--- src/rtl/vlsr_pkg.sv ---
package vlsr_pkg;

    localparam int REG_W  = 24;
    localparam int SEG_W  = 8;
    localparam int CNT_W  = $clog2(REG_W + 1);
    localparam int LSB_W  = $clog2(REG_W);

    typedef enum logic [1:0] {
        WL_8   = 2'b00,
        WL_16  = 2'b01,
        WL_24  = 2'b10,
        WL_24X = 2'b11
    } wlen_e;

    typedef struct packed {
        logic load;
        logic shift;
        logic din;
    } shift_ctl_t;

    // Lowest bit of the active window for a given word length
    function automatic logic [LSB_W-1:0] win_lsb(wlen_e wl);
        case (wl)
            WL_8:    return LSB_W'(REG_W - SEG_W);
            WL_16:   return LSB_W'(REG_W - 2 * SEG_W);
            default: return '0;
        endcase
    endfunction

    // Number of bits shifted per word
    function automatic logic [CNT_W-1:0] win_bits(wlen_e wl);
        return CNT_W'(REG_W) - CNT_W'(win_lsb(wl));
    endfunction

    // One for each register bit inside the active window
    function automatic logic [REG_W-1:0] win_mask(wlen_e wl);
        return {REG_W{1'b1}} << win_lsb(wl);
    endfunction

endpackage

--- src/rtl/vlsr_shreg.sv ---
module vlsr_shreg
    import vlsr_pkg::*;
#(
    parameter int W   = REG_W,
    parameter int LW  = LSB_W
) (
    input  logic          clk,
    input  logic          rst,
    input  shift_ctl_t    ctl,
    input  logic [LW-1:0] lsb,
    input  logic [W-1:0]  par_in,
    output logic [W-1:0]  q
);

    logic [W-1:0] d;

    for (genvar i = 0; i < W; i++) begin : g_bit
        logic below;
        logic from_below;
        assign below = (LW'(i) < lsb);
        if (i == 0) begin : g_first
            assign from_below = ctl.din;
        end else begin : g_rest
            assign from_below = (LW'(i) == lsb) ? ctl.din : q[i-1];
        end
        always_comb begin
            if (below)
                d[i] = 1'b0;
            else if (ctl.load)
                d[i] = par_in[i];
            else if (ctl.shift)
                d[i] = from_below;
            else
                d[i] = q[i];
        end
    end

    always_ff @(posedge clk) begin
        if (rst)
            q <= '0;
        else
            q <= d;
    end

    a_r4_shift_msb_out: assert property (@(posedge clk) disable iff (rst)
        (ctl.shift && !ctl.load) |=> (q[W-1] == $past(q[W-2])));

    a_r8_idle_hold: assert property (@(posedge clk) disable iff (rst)
        (!ctl.shift && !ctl.load && $stable(lsb)) |=> $stable(q));

endmodule

--- src/rtl/vlsr_bitcnt.sv ---
module vlsr_bitcnt
    import vlsr_pkg::*;
#(
    parameter int CW = CNT_W
) (
    input  logic          clk,
    input  logic          rst,
    input  logic          load,
    input  logic          shift,
    input  logic [CW-1:0] limit,
    output logic          done
);

    logic [CW-1:0] cnt;
    logic          last;

    assign last = (cnt >= limit - CW'(1));

    always_ff @(posedge clk) begin
        if (rst) begin
            cnt  <= '0;
            done <= 1'b0;
        end else if (load) begin
            cnt  <= '0;
            done <= 1'b0;
        end else if (shift) begin
            cnt  <= last ? '0 : cnt + CW'(1);
            done <= last;
        end else begin
            done <= 1'b0;
        end
    end

    a_r5_done_after_shift: assert property (@(posedge clk) disable iff (rst)
        done |-> $past(shift && !load));

    a_r5_done_single: assert property (@(posedge clk) disable iff (rst)
        done |=> !done || $past(shift));

endmodule

--- src/rtl/vlsr_top.sv ---
module vlsr_top
    import vlsr_pkg::*;
#(
    parameter int W  = REG_W,
    parameter int CW = CNT_W,
    parameter int LW = LSB_W
) (
    input  logic         clk,
    input  logic         rst,
    input  logic [1:0]   word_len,
    input  logic         load_stb,
    input  logic [W-1:0] tx_word,
    input  logic         shift_en,
    input  logic         ser_in,
    output logic         ser_out,
    output logic [W-1:0] rx_word,
    output logic         xfer_done
);

    wlen_e         wl;
    shift_ctl_t    ctl;
    logic [LW-1:0] lsb;
    logic [CW-1:0] limit;
    logic [W-1:0]  mask;
    logic [W-1:0]  q;

    assign wl    = wlen_e'(word_len);
    assign lsb   = win_lsb(wl);
    assign limit = win_bits(wl);
    assign mask  = win_mask(wl);

    assign ctl.load  = load_stb;
    assign ctl.shift = shift_en;
    assign ctl.din   = ser_in;

    vlsr_shreg #(.W(W), .LW(LW)) u_shreg (
        .clk    (clk),
        .rst    (rst),
        .ctl    (ctl),
        .lsb    (lsb),
        .par_in (tx_word),
        .q      (q)
    );

    vlsr_bitcnt #(.CW(CW)) u_cnt (
        .clk   (clk),
        .rst   (rst),
        .load  (load_stb),
        .shift (shift_en),
        .limit (limit),
        .done  (xfer_done)
    );

    assign ser_out = q[W-1];
    assign rx_word = q;

    a_r7_outside_zero: assert property (@(posedge clk) disable iff (rst)
        1'b1 |=> ((rx_word & ~$past(mask)) == '0));

    a_r6_load_wins: assert property (@(posedge clk) disable iff (rst)
        load_stb |=> (rx_word == $past(tx_word & mask)));

    a_r2_load_clears_done: assert property (@(posedge clk) disable iff (rst)
        load_stb |=> !xfer_done);

endmodule

--- config.mk ---
export PLATFORM = sky130hd
export DESIGN_NAME = vlsr_top
export DESIGN_NICKNAME = d
export VERILOG_FILES = /design/src/rtl/vlsr_pkg.sv /design/src/rtl/vlsr_shreg.sv /design/src/rtl/vlsr_bitcnt.sv /design/src/rtl/vlsr_top.sv
export SDC_FILE = /design/constraint.sdc
export NUM_CORES = 1
export LEC_CHECK = 0
export BUFFER_PORTS_ARGS = -buffer_cell sky130_fd_sc_hd__buf_2
export CORE_UTILIZATION = 40
export CTS_BUF_LIST = sky130_fd_sc_hd__clkbuf_8 sky130_fd_sc_hd__clkbuf_16
export CTS_CLUSTER_SIZE = 20
export DETAILED_ROUTE_END_ITERATION = 7
export PLACE_DENSITY = 0.73
export SYNTH_ARGS = -nofsm -noshare
export SYNTH_HDL_FRONTEND = slang
export SYNTH_HIERARCHICAL = 1
export SYNTH_SLANG_ARGS = --single-unit
--- constraint.sdc ---
create_clock -name clk -period 2.25 [get_ports clk]
set_clock_uncertainty 0.15 [all_clocks]
set_input_delay 0.225 -clock clk [delete_from_list [all_inputs] [get_ports clk]]
set_output_delay 0.225 -clock clk [all_outputs]
set_load 0.02 [all_outputs]
==> reports/qor.yml, run 1 <==
cells_and_area:
  antenna_cells: 0
  final_util_pct: 48.9
  multi_input_area_mm2: 0.00159
  nets: 367
  syn_to_final_growth_pct: 17.6
  fillers: 558
  drive_gt1_share_pct: 26.4
  regArea_um2: 601
  finalNonFillerCells: 402
setup_path:
  path_class: "in2reg"
  reg2reg_from: "u_cnt/cnt[4]"
  cp.arrival_ns: 1.92
  critPathCaptureType: "flip-flop"
  crit_path_start: "word_len[1]"
  required_ns: 2.28
  path_max_fanout: 5
  worst_setup_path_start_kind: "primary input"
global_routing:
  grt_use_total_pct: 21.4
  grt_overflow_total: 0
  antenna_found_initial: 0
  grt_pass1_wl_um: 10300
  grt_max_degree: 29
  grt_pass1_vias: 2197
routing:
  routed_wl_um: 6170
  vias_per_cell: 5.62
  antenna_left: 0
  post_drt_wl_per_cell_um: 15.3
  drc_errors: 0
  vias: 2260
  dr.pass1.iters: 4
  dr.first_iter.drc_count: 163
cts:
  insertion_delay_ns: 0.28
  cts_buffers: 5
  clock-sinks: 30
  max-clock-path-buffers: 2
  cts_tree: "built"
  clock-root-buffer: "clkbuf_8"
  clk_pin_slew_worst_paths_ns: 0.06
  cts_resized: 0
  cts_hold_buf: 0
  post_cts_buffers: 0
  cts_max_level: 2
yosys:
  ys.flop_type: "dfxtp_1"
  synthArstFlopShare_pct: 0
  synth.avg_cell_area_um2: 8.37
  yosysSeqAreaShare_pct: 26.2
  yosysUniqueCellTypes: 58
  synth_edf_count: 0
  ys_warn_count: 6
  synth-seq-cells: 30
  syn_area_mm2: 0.00229
  syn_inst: 274
pwr:
  power.leakage_nw: 1.04
  p_per_area_mw_per_mm2: 488
  power.total_mw: 1.32
  ir_drop_mv: 0.232
timing:
  tightest_slew_ns: 0.756
  finalHoldWorstSlack_ns: 0.0804
  fin_crit_sh_pct: 84.3
  setup_viol: 0
  slew_headroom_pct: 48.9
  fin_crit_ns: 1.90
  tns_ns: 0
  hold_viol: 0
  drv_slew: 0
  clock.fmax_mhz: 527
  rsz0062_at_grt: "no"
placement:
  gp_congestion: 0.840
  port_buffers: 56
  dp_hpwl_um: 4500
  dp.cells: 394
floorplan:
  rows: 27
  start_util_pct: 41.6
  core_mm2: 0.00551
  pin_count: 57
  chipWidth_um: 77.7
  die-area_mm2: 0.00604
  die_h_um: 77.7
flow_run:
  cap_violations: 0
hold_path:
  hp-start: "tx_word[15]"
  hp-class: "in2reg"
status:
  status: "completed"
## report_power, final
group / switching (mW) / internal [mW] / leakage (nW) / total (mW)
clock network: 0.204 / 0.242 / 0.0524 / 0.446
registers: 0.0152 / 0.551 / 0.245 / 0.567
logic: 0.189 / 0.114 / 0.742 / 0.303
## routing by layer
layer | vias up | part of all wire (%) | global-route usage, %
met5 | - | 0 | 0
met4 | 0 | 1.2 | 8.49
met3 | 7 | 5.0 | 4.35
met2 | 65 | 48 | 35.4
met1 | 1047 | 46 | 27.1
li1 | 1141 | - | -
## area by class of cell
class | count | share of cell area (%)
multi-input combinational | 228 | 58.9
inverter | 4 | 0.557
tap | 72 | 3.34
timing repair buffer | 60 | 11.5
clock inverter | 2 | 0.325
sequential | 30 | 22.3
clock buffer | 6 | 3.06
## metrics by stage
step	area, um2	setup slack, ns
2_1_floorplan	2360	0.422
3_3_place_gp	2600	0.238
3_5_place_dp	2600	0.111
4_1_cts	2700	0.410
5_1_grt	2700	0.214
6_report	2700	0.354
## cell usage in the layout (no fill, tap or decap), types with 7 or more instances in the layout
cell type / Yosys / routed
nor2_1: 9 / 9
a211o_1: 13 / 13
ha_1: 7 / 7
buf_2: 10 / 56
conb_1: 1 / 18
a221oi_1: 8 / 8
nand2_1: 10 / 10
dfxtp_1: 30 / 30
a21oi_1: 38 / 38
nor3b_1: 24 / 24
nand2b_1: 10 / 10
## critical path, cell delays in order
cell and delay [ns]:
buf_2 0.11, nand2b_1 0.17, nor3b_1 0.25, xnor2_1 0.16, ha_1 0.30, a21oi_2 0.24
o32ai_4 0.14, nor4_1 0.33
## cells in the mapped netlist (4+ instances only)
master	n	area, um2
ha_1	7	87.6
and2b_1	4	30.0
nand3_1	4	20.0
a31oi_1	5	31.3
buf_2	10	50.1
a21oi_1	38	190
dfxtp_1	30	601
a221oi_2	5	75.1
buf_1	4	15.0
nand2b_1	10	62.6
nand2_1	10	37.5
a211o_1	13	114
nor3_1	6	30.0
clkbuf_1	8	30.0
o221ai_1	4	35.0
buf_4	4	30.0
nor4_1	6	37.5
inv_1	4	15.0
a221oi_1	8	70.1
nor2_1	9	33.8
nor3b_1	24	180
## worst paths after layout
check	slack (ns)	end	cells past startpoint
worst max register to register	0.61	u_cnt/cnt[4]	4
worst min-delay path	0.08	u_shreg/q[15]	3
worst max-delay path	0.35	u_cnt/cnt[4]	8
worst min register to register	0.42	u_cnt/cnt[0]	2
## flip-flops by register name, summed over array words and instances, names as in the netlist
register and flops:
u_shreg/q 24, u_cnt/cnt 5, u_cnt/done 1
## logic make-up after synthesis
| group | Yosys count | synth area share, % |
|---|---|---|
| fa+ha+maj | 7 | 3.82 |
| xor+xnor | 6 | 2.29 |
| mux | 5 | 2.35 |
| buf+inv | 33 | 7.31 |
| simple gates | 98 | 27.2 |
| flops | 30 | 26.2 |
| compound gates | 94 | 30.6 |
| other cells | 1 | 0.164 |
Power figures use the tool's default switching activity.
==> run 2: changes to the inputs <==
--- a/config.mk
+++ b/config.mk
@@ -10,7 +10,7 @@
 export CTS_BUF_LIST = sky130_fd_sc_hd__clkbuf_8 sky130_fd_sc_hd__clkbuf_16
 export CTS_CLUSTER_SIZE = 20
 export DETAILED_ROUTE_END_ITERATION = 7
-export PLACE_DENSITY = 0.73
+export PLACE_DENSITY = 0.75
 export SYNTH_ARGS = -nofsm -noshare
 export SYNTH_HDL_FRONTEND = slang
 export SYNTH_HIERARCHICAL = 1
==> constraint.sdc (replaced) <==
create_clock -name clk -period 1.6 [get_ports clk]
set_clock_uncertainty 0.15 [all_clocks]
set_input_delay 0.16 -clock clk [delete_from_list [all_inputs] [get_ports clk]]
set_output_delay 0.16 -clock clk [all_outputs]
set_load 0.02 [all_outputs]
==> run 2 against run 1 <==
Core utilization increased by 3.0 points; non-clock buffer count up 15; largest power group unchanged; hold slack lost 0.047 ns.
==> reports/qor.yml, run 2 (synthesized netlist as in run 1, its figures left out) <==
status:
  status: "completed"
cells_and_area:
  regArea_um2: 601
  syn_to_final_growth_pct: 24.8
  antenna_cells: 0
  nets: 382
  mostFrequentLayoutCells: "55 x buf_2, 38 x a21oi_1, 30 x dfxtp_1"
  drive_gt1_share_pct: 31.0
  largest_reg_flops: 24
  mostFrequentLayoutCell: "buf_2"
  reg_top3: "u_shreg/q: 24 flops, u_cnt/cnt: 5 flops, u_cnt/done: 1 flops"
  regMostFlops: "u_shreg/q"
  multi_input_area_mm2: 0.00162
  fillers: 512
setup_path:
  reg2reg_from: "u_cnt/cnt[0]"
  path_class: "in2reg"
  path_max_fanout: 5
  crit_family: "simple AND/OR/NAND/NOR gates"
  required_ns: 1.63
  cp.arrival_ns: 1.61
  worst_setup_path_start_kind: "primary input"
  regToRegSetupSlack_ns: 0.11
  rr_worst_depth: 5
  cp_cell_sequence: "buf_6 -> nand2b_4 -> nor3b_4 -> xnor2_2 -> ha_1 -> a21oi_2 -> o32ai_4 -> nor4_1"
  crit_slowest_cell: "ha_1"
  path_buf_inv: 1
  r2r_end: "u_cnt/cnt[1]"
  critPathCaptureType: "flip-flop"
  max_stage_delay_ns: 0.36
timing:
  fin_crit_sh_pct: 98.8
  clock.fmax_mhz: 633
  setup_viol: 0
  slew_headroom_pct: 47.0
  timing.final.ws_setup_ns: 0.0197
  finalHoldWorstSlack_ns: 0.0329
  drv_slew: 0
  hold_viol: 0
  fin_crit_ns: 1.58
  tightest_slew_ns: 0.783
  rsz0062_at_grt: "yes"
floorplan:
  chipWidth_um: 77.7
  pin_count: 57
  core_mm2: 0.00551
  start_util_pct: 41.6
  rows: 27
  die-area_mm2: 0.00604
  die_h_um: 77.7
global_routing:
  grt_use_total_pct: 22.4
  grt.busiest_layer: "met2"
  grt_pass1_wl_um: 10900
  met2_usage_pct: 35.8
  antenna_found_initial: 0
  grt_pass1_vias: 2300
  grt.met1_usage_pct: 29.6
  grt_overflow_total: 0
  gr-usage-met3_pct: 4.12
  grt_max_degree: 37
routing:
  routed_wl_um: 6660
  drc_errors: 0
  post_drt_wl_per_cell_um: 16.0
  dr.pass1.iters: 5
  vias: 2421
  antenna_left: 0
  vias_per_cell: 5.81
  dr.first_iter.drc_count: 224
hold_path:
  hp-start: "tx_word[0]"
  holdPathStages: 3
  hp-class: "in2reg"
  min_to: "u_shreg/q[0]"
pwr:
  power.leakage_nw: 1.14
  p_per_area_mw_per_mm2: 665
  power.total_mw: 1.90
  ir_drop_mv: 0.484
cts:
  cts_tree: "built"
  clock-root-buffer: "clkbuf_8"
  cts_max_level: 2
  clock-sinks: 30
  cts_buffers: 5
  post_cts_buffers: 0
  clk_pin_slew_worst_paths_ns: 0.06
  insertion_delay_ns: 0.28
  max-clock-path-buffers: 2
placement:
  dp_hpwl_um: 4820
  gp_congestion: 0.868
  port_buffers: 56
  place_ws_ns: -0.314
flow_run:
  cap_violations: 0
run 2: changes by cell type in the layout (fill, tap and decap cells not counted), sizes merged:
| cell | before | now |
|---|---|---|
| buf | 60 | 75 |
run 2: final cells by class:
cell class	count	share of cell area [%]
well taps	72	3.15
flip-flops and latches	30	21.0
multi-input cells	228	56.7
repair buffers	75	15.4
clock inverters	2	0.306
inverters	4	0.525
clock buffers	6	2.89
run 2: worst max path at each step:
stage | start | endpoint | depth (start not counted)
after floorplan | word_len[0] | u_cnt/done | 6
after global placement | word_len[1] | u_cnt/done | 8
after detailed placement | word_len[1] | u_cnt/done | 8
after CTS | word_len[1] | u_cnt/done | 8
after global routing | word_len[1] | u_cnt/done | 8
final | word_len[1] | u_cnt/cnt[1] | 8
run 2: metrics by stage:
step                      setup TNS, ns  utilization (%)  cells  instance area (um2)
final                                 0             52.0    417                 2860
after floorplan                       0                -    291                 2360
after global routing             -0.256             52.0    417                 2860
after CTS                             0             51.6    417                 2840
after detailed placement          -2.38             49.6    409                 2730
after global placement            -1.15             49.6    409                 2730
run 2: per-layer routing:
layer	vias up	wire, um
li1	1165	-
met1	1119	2910
met2	123	3090
met3	14	521
met4	0	138
met5	-	0
run 2: timing repair:
action,4_1_cts,5_1_grt
endpoints found under the hold margin,0,0
hold buffers,0,0
setup endpoints to repair,2,7
gates resized for setup,2,4
pin swaps,6,5
run 2: worst min-delay path, delay by kind of cell:
kind / cells / cell delay [ns]
AO/OA/AOI/OAI: 1 / 0.06
AND/OR/NAND/NOR: 1 / 0.12
buffers and inverters: 1 / 0.08
run 2: power breakdown:
| group | total, mW | internal, mW | switching, mW |
|---|---|---|---|
| logic | 0.482 | 0.195 | 0.287 |
| registers | 0.797 | 0.775 | 0.0219 |
| clock network | 0.624 | 0.340 | 0.284 |
| total | 1.90 | 1.31 | 0.592 |
